$ cat config.mk
export PLATFORM = sky130hd
export DESIGN_NAME = vaseg_guard
export DESIGN_NICKNAME = d
export VERILOG_FILES = /design/src/rtl/vaseg_pkg.sv /design/src/rtl/vaseg_decode.sv /design/src/rtl/vaseg_check.sv /design/src/rtl/vaseg_capture.sv /design/src/rtl/vaseg_guard.sv
export SDC_FILE = /design/constraint.sdc
export NUM_CORES = 1
export LEC_CHECK = 0
export ABC_AREA = 1
export CAP_MARGIN = 20
export CORE_MARGIN = 2
export CORE_UTILIZATION = 36
export DETAILED_ROUTE_END_ITERATION = 16
export HOLD_SLACK_MARGIN = 0.08
export PLACE_DENSITY_LB_ADDON = 0.3
export RECOVER_POWER = 100
export SYNTH_ARGS = -nofsm -noshare
export SYNTH_HDL_FRONTEND = slang
export SYNTH_SLANG_ARGS = --single-unit
$ cat constraint.sdc
create_clock -name clk -period 1.3 [get_ports clk]
set_input_delay 0.195 -clock clk [delete_from_list [all_inputs] [get_ports clk]]
set_output_delay 0.195 -clock clk [all_outputs]
set_load 0.005 [all_outputs]
$ cat src/rtl/vaseg_pkg.sv
package vaseg_pkg;

  typedef enum logic [2:0] {
    FLT_NONE        = 3'd0,
    FLT_ALIGN       = 3'd1,
    FLT_ADDR_FETCH  = 3'd2,
    FLT_ADDR_DATA   = 3'd3,
    FLT_TB_REFILL   = 3'd4,
    FLT_TB_INVALID  = 3'd5,
    FLT_TB_MODIFIED = 3'd6
  } fault_e;

  typedef enum logic [1:0] {
    ACC_FETCH = 2'd0,
    ACC_LOAD  = 2'd1,
    ACC_STORE = 2'd2,
    ACC_STX   = 2'd3
  } kind_e;

  typedef enum logic [1:0] {
    SEG_MAPPED   = 2'd0,
    SEG_UNMAP_C  = 2'd1,
    SEG_UNMAP_U  = 2'd2
  } seg_e;

endpackage

$ cat src/rtl/vaseg_decode.sv
module vaseg_decode
  import vaseg_pkg::*;
#(
  parameter int                VA_W      = 32,
  parameter int                SEG_W     = 3,
  parameter logic [SEG_W-1:0]  CSEG_TAG  = 3'b100,
  parameter logic [SEG_W-1:0]  USEG_TAG  = 3'b101,
  parameter logic [VA_W-1:0]   UC_MASK   = 32'hA000_0000
) (
  input  logic [VA_W-1:0] va,
  output seg_e            seg,
  output logic [VA_W-1:0] strip_pa,
  output logic            uncached
);
  localparam int OFF_W = VA_W - SEG_W;

  logic [SEG_W-1:0] top;

  always_comb begin
    top = va[VA_W-1 -: SEG_W];
    if (top == CSEG_TAG)      seg = SEG_UNMAP_C;
    else if (top == USEG_TAG) seg = SEG_UNMAP_U;
    else                      seg = SEG_MAPPED;
  end

  assign strip_pa = {{SEG_W{1'b0}}, va[OFF_W-1:0]};
  assign uncached = ((va & UC_MASK) == UC_MASK);

endmodule

$ cat src/rtl/vaseg_check.sv
module vaseg_check
  import vaseg_pkg::*;
#(
  parameter int VA_W     = 32,
  parameter int SIZE_W   = 2,
  parameter int FETCH_LG = 2
) (
  input  logic [VA_W-1:0]   va,
  input  logic [SIZE_W-1:0] size_lg,
  input  logic [1:0]        kind,
  input  logic              kernel,
  input  seg_e              seg,
  input  logic [1:0]        tb_fault,
  output fault_e            fault,
  output logic              bypass
);
  localparam int MAX_LG = (1 << SIZE_W) - 1;
  localparam int CHK_W  = (MAX_LG > FETCH_LG) ? MAX_LG : FETCH_LG;

  logic [CHK_W-1:0] size_mask;
  logic [CHK_W-1:0] fetch_mask;
  logic             is_fetch;
  logic             data_mis;
  logic             fetch_mis;
  logic             unmapped;

  genvar gi;
  generate
    for (gi = 0; gi < CHK_W; gi++) begin : g_mask
      assign size_mask[gi]  = (gi < int'(size_lg));
      assign fetch_mask[gi] = (gi < FETCH_LG);
    end
  endgenerate

  assign is_fetch  = (kind == ACC_FETCH);
  assign data_mis  = !is_fetch && ((va[CHK_W-1:0] & size_mask) != '0);
  assign fetch_mis = is_fetch && ((va[CHK_W-1:0] & fetch_mask) != '0);
  assign unmapped  = (seg != SEG_MAPPED);

  always_comb begin
    fault = FLT_NONE;
    if (data_mis) begin
      fault = FLT_ALIGN;
    end else if (seg == SEG_UNMAP_C && (!kernel || fetch_mis)) begin
      fault = is_fetch ? FLT_ADDR_FETCH : FLT_ADDR_DATA;
    end else if (seg == SEG_MAPPED && fetch_mis) begin
      fault = FLT_ADDR_FETCH;
    end else if (seg == SEG_MAPPED && tb_fault != 2'd0) begin
      fault = fault_e'(3'(FLT_ADDR_DATA) + {1'b0, tb_fault});
    end
  end

  assign bypass = unmapped && (fault == FLT_NONE);

endmodule

$ cat src/rtl/vaseg_capture.sv
module vaseg_capture #(
  parameter int VA_W    = 32,
  parameter int ASID_W  = 8,
  parameter int VPN_LSB = 11,
  parameter int EXT_W   = 2
) (
  input  logic                         clk,
  input  logic                         rst,
  input  logic                         load,
  input  logic [VA_W-1:0]              va,
  input  logic [ASID_W-1:0]            asid,
  output logic [VA_W-1:0]              badvaddr,
  output logic [VA_W-VPN_LSB-EXT_W-1:0] vpn2,
  output logic [EXT_W-1:0]             vpn2_ext,
  output logic [ASID_W-1:0]            cap_asid,
  output logic [VA_W-VPN_LSB-EXT_W-1:0] ctx_vpn2
);
  localparam int VPN_W  = VA_W - VPN_LSB;
  localparam int VPN2_W = VPN_W - EXT_W;

  logic [VPN_W-1:0] vpn;
  assign vpn = va[VA_W-1:VPN_LSB];

  always_ff @(posedge clk) begin
    if (rst) begin
      badvaddr <= '0;
      vpn2     <= '0;
      vpn2_ext <= '0;
      cap_asid <= '0;
      ctx_vpn2 <= '0;
    end else if (load) begin
      badvaddr <= va;
      vpn2     <= vpn[VPN_W-1:EXT_W];
      vpn2_ext <= vpn[EXT_W-1:0];
      cap_asid <= asid;
      ctx_vpn2 <= VPN2_W'(vpn >> EXT_W);
    end
  end

endmodule

$ cat src/rtl/vaseg_guard.sv
module vaseg_guard
  import vaseg_pkg::*;
#(
  parameter int VA_W     = 32,
  parameter int ASID_W   = 8,
  parameter int SIZE_W   = 2,
  parameter int FETCH_LG = 2,
  parameter int VPN_LSB  = 11,
  parameter int EXT_W    = 2,
  parameter int SEG_W    = 3,
  parameter logic [SEG_W-1:0] CSEG_TAG = 3'b100,
  parameter logic [SEG_W-1:0] USEG_TAG = 3'b101,
  parameter logic [VA_W-1:0]  UC_MASK  = 32'hA000_0000,
  localparam int VPN2_W = VA_W - VPN_LSB - EXT_W
) (
  input  logic              clk,
  input  logic              rst,
  input  logic              req_valid,
  input  logic [VA_W-1:0]   req_vaddr,
  input  logic [SIZE_W-1:0] req_size_lg,
  input  logic [1:0]        req_kind,
  input  logic [ASID_W-1:0] req_asid,
  input  logic              req_kernel,
  input  logic [1:0]        tb_fault,
  output logic              rsp_valid,
  output logic              rsp_bypass,
  output logic [VA_W-1:0]   rsp_paddr,
  output logic              rsp_uncached,
  output logic [2:0]        rsp_fault,
  output logic [VA_W-1:0]   cap_badvaddr,
  output logic [VPN2_W-1:0] cap_vpn2,
  output logic [EXT_W-1:0]  cap_vpn2_ext,
  output logic [ASID_W-1:0] cap_asid,
  output logic [VPN2_W-1:0] cap_ctx_vpn2
);
  seg_e            seg;
  logic [VA_W-1:0] strip_pa;
  logic            uncached;
  fault_e          fault;
  logic            bypass;
  logic            cap_load;

  vaseg_decode #(
    .VA_W(VA_W), .SEG_W(SEG_W), .CSEG_TAG(CSEG_TAG),
    .USEG_TAG(USEG_TAG), .UC_MASK(UC_MASK)
  ) u_decode (
    .va(req_vaddr), .seg(seg), .strip_pa(strip_pa), .uncached(uncached)
  );

  vaseg_check #(
    .VA_W(VA_W), .SIZE_W(SIZE_W), .FETCH_LG(FETCH_LG)
  ) u_check (
    .va(req_vaddr), .size_lg(req_size_lg), .kind(req_kind),
    .kernel(req_kernel), .seg(seg), .tb_fault(tb_fault),
    .fault(fault), .bypass(bypass)
  );

  assign cap_load = req_valid && (fault != FLT_NONE);

  vaseg_capture #(
    .VA_W(VA_W), .ASID_W(ASID_W), .VPN_LSB(VPN_LSB), .EXT_W(EXT_W)
  ) u_capture (
    .clk(clk), .rst(rst), .load(cap_load), .va(req_vaddr), .asid(req_asid),
    .badvaddr(cap_badvaddr), .vpn2(cap_vpn2), .vpn2_ext(cap_vpn2_ext),
    .cap_asid(cap_asid), .ctx_vpn2(cap_ctx_vpn2)
  );

  always_ff @(posedge clk) begin
    if (rst || !req_valid) begin
      rsp_valid    <= 1'b0;
      rsp_bypass   <= 1'b0;
      rsp_paddr    <= '0;
      rsp_uncached <= 1'b0;
      rsp_fault    <= 3'd0;
    end else begin
      rsp_valid    <= 1'b1;
      rsp_bypass   <= bypass;
      rsp_paddr    <= bypass ? strip_pa : '0;
      rsp_uncached <= uncached;
      rsp_fault    <= fault;
    end
  end

endmodule

==> out/results.txt <==
Outcome -> finished with violations
Violated checks -> setup timing
Layer with the highest usage -> met2
Met3 usage -> 6.17%
Pre-CTS setup slack -> -0.800 ns
Hold depth -> 3
Vias -> 3191
RR Endpoint -> u_capture.vpn2[6]$_SDFFE_PP0P_
Drt initial violations -> 55
CTS Sinks -> 75
Hold Path Class -> in -> reg
Setup crit end kind -> flop
Ratio of cells with drive above 1 in the final layout -> 29.8%
DRC violations left -> 0
DR pass1 iterations -> 4
CTS Buf Count -> 9
Clk Latency, worst-skew pair -> 0.33 ns
Post-route insts no fill -> 699
R2r setup slk -> 0.42 ns
CP Class -> in -> reg
Final Hold Viols -> 0
CP Max Fanout -> 5
Pin count of the biggest net entering global routing -> 41
Cell area after placement -> 0.00475 mm2
Overall global routing resource usage -> 19.7%
WHS Endpoint -> rsp_uncached$_SDFF_PN0_
TritonCTS clock tree -> built
Synth Instances -> 418
Clock skew -> 0 ns
Top Ports -> 168
Maximum VDD drop -> 0.564 mV
WL final -> 9820 um
Yosys reg bits -> 75
M1 GR Usage -> 22.8%
Max-cap violations -> 0
Syn avg cell area -> 7.72 um2
Critical R2R Launch -> u_capture.vpn2[6]$_SDFFE_PP0P_
Met2 Use GR -> 34.7%
Number of I/O port buffers -> 164
Crit path DAT -> 1.61 ns
H-tree depth -> 3
Routed len/inst -> 14.1 um
NumNets Final -> 640
Crit share post-route -> 103%
Required @ worst endpoint -> 1.58 ns
Syn. warnings -> 0
GPL Wtd Cong -> 0.807
Die W -> 98.7 um
Maximum clock insertion buffer count -> 2
Die H -> 98.7 um
Via/cell ratio -> 4.57
Hold path startpoint -> req_vaddr[31]
CTS clk-pin slew, worst paths -> 0.07 ns
CP Launch Type -> primary input
Antenna-violating nets left -> 0
Synth Cell Area -> 0.00323 mm2
Dpl cells -> 641
N_diodes -> 0
Initial antenna violation count -> 0
Gr ovfl total -> 0
Final Critical Period -> 1.34 ns
Detailed Place HPWL -> 6070 um
Static Leak -> 2.95 nW
Area growth, synth to finish -> 70.0%
Row count -> 34
First-pass GRT wire length -> 15400 um
RSZ-0062 raised after global routing -> true
Post-route cell area -> 0.00549 mm2
Clk root buf -> clkbuf_8
Die area -> 0.00974 mm2
Setup Viol. Count Final -> 7
Placeable Area -> 0.00872 mm2
FF-to-FF path depth -> 4
Final setup margin -> -0.0381 ns
Fmax -> 0.747 GHz
Vias in the first global route -> 3110
Slew Limit Fails -> 0
Sequential area share after synthesis -> 46.5%
Initial Util -> 37.0%
Synth cell types -> 24
Power density cells -> 1030 mW/mm2
[power breakdown]
part           internal (mW)  leakage, nW  switching, mW
Clock                  0.913       0.0950          0.791
Sequential              2.45        0.623         0.0846
Combinational          0.780         2.23          0.647
Total                   4.14         2.95           1.52
[critical path: stages]
cell	delay, ns
buf_6	0.11
inv_12	0.04
ha_4	0.12
inv_4	0.03
nand2_4	0.08
nor2_4	0.04
nand2_2	0.05
nand2_2	0.07
nor2_4	0.13
nand3_4	0.12
nor2_4	0.15
nand2_4	0.09
buf_12	0.15
buf_16	0.14
nor2_4	0.10
[worst max path at each step]
| stage | startpoint | end | slack (ns) | cells past startpoint |
|---|---|---|---|---|
| 3_5_place_dp | tb_fault[1] | rsp_paddr[27]$_SDFF_PP0_ | -0.80 | 14 |
| 3_3_place_gp | tb_fault[1] | rsp_paddr[21]$_SDFF_PP0_ | -0.73 | 10 |
| 5_1_grt | tb_fault[0] | rsp_paddr[12]$_SDFF_PP0_ | -0.09 | 15 |
| 4_1_cts | req_vaddr[0] | u_capture.vpn2[2]$_SDFFE_PP0P_ | -0.00005 | 11 |
| 6_report | tb_fault[1] | rsp_paddr[12]$_SDFF_PP0_ | -0.04 | 15 |
| 2_1_floorplan | tb_fault[1] | rsp_paddr[1]$_SDFF_PP0_ | -0.009 | 13 |
[cell usage in the layout (no fill, tap or decap), types with 21 or more instances in the layout]
cell type / instances
inv_1: 43
nand3_1: 39
dlygate4sd2_1: 117
dfxtp_1: 51
dfxtp_2: 21
clkdlybuf4s50_1: 35
buf_4: 43
nand2_1: 49
a21oi_1: 25
nor2_1: 43
[layout make-up]
class / instances / area (um2)
clock inverters: 3 / 40.0
well taps: 108 / 135
repair buffers: 224 / 2120
flip-flops and latches: 75 / 1540
inverters: 51 / 211
multi-input cells: 227 / 1310
fillers: 788 / 3230
clock buffers: 11 / 141
[cells in the mapped netlist]
library cell,count,area [um2]
nand3_2,1,10.0
o21ai_1,1,5.00
clkbuf_1,6,22.5
nor2_1,44,165
nand2_1,53,199
buf_6,3,33.8
conb_1,1,3.75
inv_2,3,11.3
a21oi_2,1,8.76
buf_1,7,26.3
nand2_2,3,18.8
nand4_1,1,6.26
nor2_2,31,194
inv_1,48,180
a21oi_1,41,205
dfxtp_1,75,1500
nor3_1,2,10.0
buf_2,8,40.0
nand3_4,1,17.5
nor2_4,1,11.3
nand3_1,41,205
ha_1,2,25.0
o21ai_0,1,5.00
buf_4,43,323
[registers in the layout, indices dropped and copies added (netlist names)]
| name | count |
|---|---|
| u_capture.vpn2_ext | 1 |
| rsp_paddr | 29 |
| rsp_uncached | 1 |
| u_capture.vpn2 | 19 |
| rsp_valid | 1 |
| u_capture.cap_asid | 8 |
| rsp_bypass | 1 |
| u_capture.badvaddr | 12 |
| rsp_fault | 3 |
[cells by family after synthesis]
family	share of synthesized area, %
compound gates	6.94
fa+ha+maj	0.775
other cells	0.116
simple gates	25.9
flops	46.5
buf+inv	19.7
[per-stage QoR]
stage,hold slack (ns),utilization (%),power [mW],setup TNS [ns]
6_report,0.176,62.9,5.66,-0.0841
5_1_grt,0.161,62.9,5.94,-2.59
4_1_cts,0.239,61.6,5.64,-0.0000544
3_5_place_dp,0.474,54.5,3.84,-54.45
3_3_place_gp,0.460,54.5,3.81,-50.46
2_1_floorplan,0.313,-,3.24,-0.00881
[routing by layer]
layer,vias up,routed length (um)
li1,1576,-
met2,121,5090
met5,-,0
met4,0,90
met3,8,734
met1,1486,3910
[repair_timing]
action / in CTS / in global routing
pin swaps: 15 / 17
gates cloned: 6 / 1
hold buffers: 0 / 0
resized for setup: 205 / 38
endpoints found under the hold margin: 0 / 0
endpoints found under the setup margin: 185 / 74
setup buffers: 32 / 7
(Power assumes the default switching activity.)
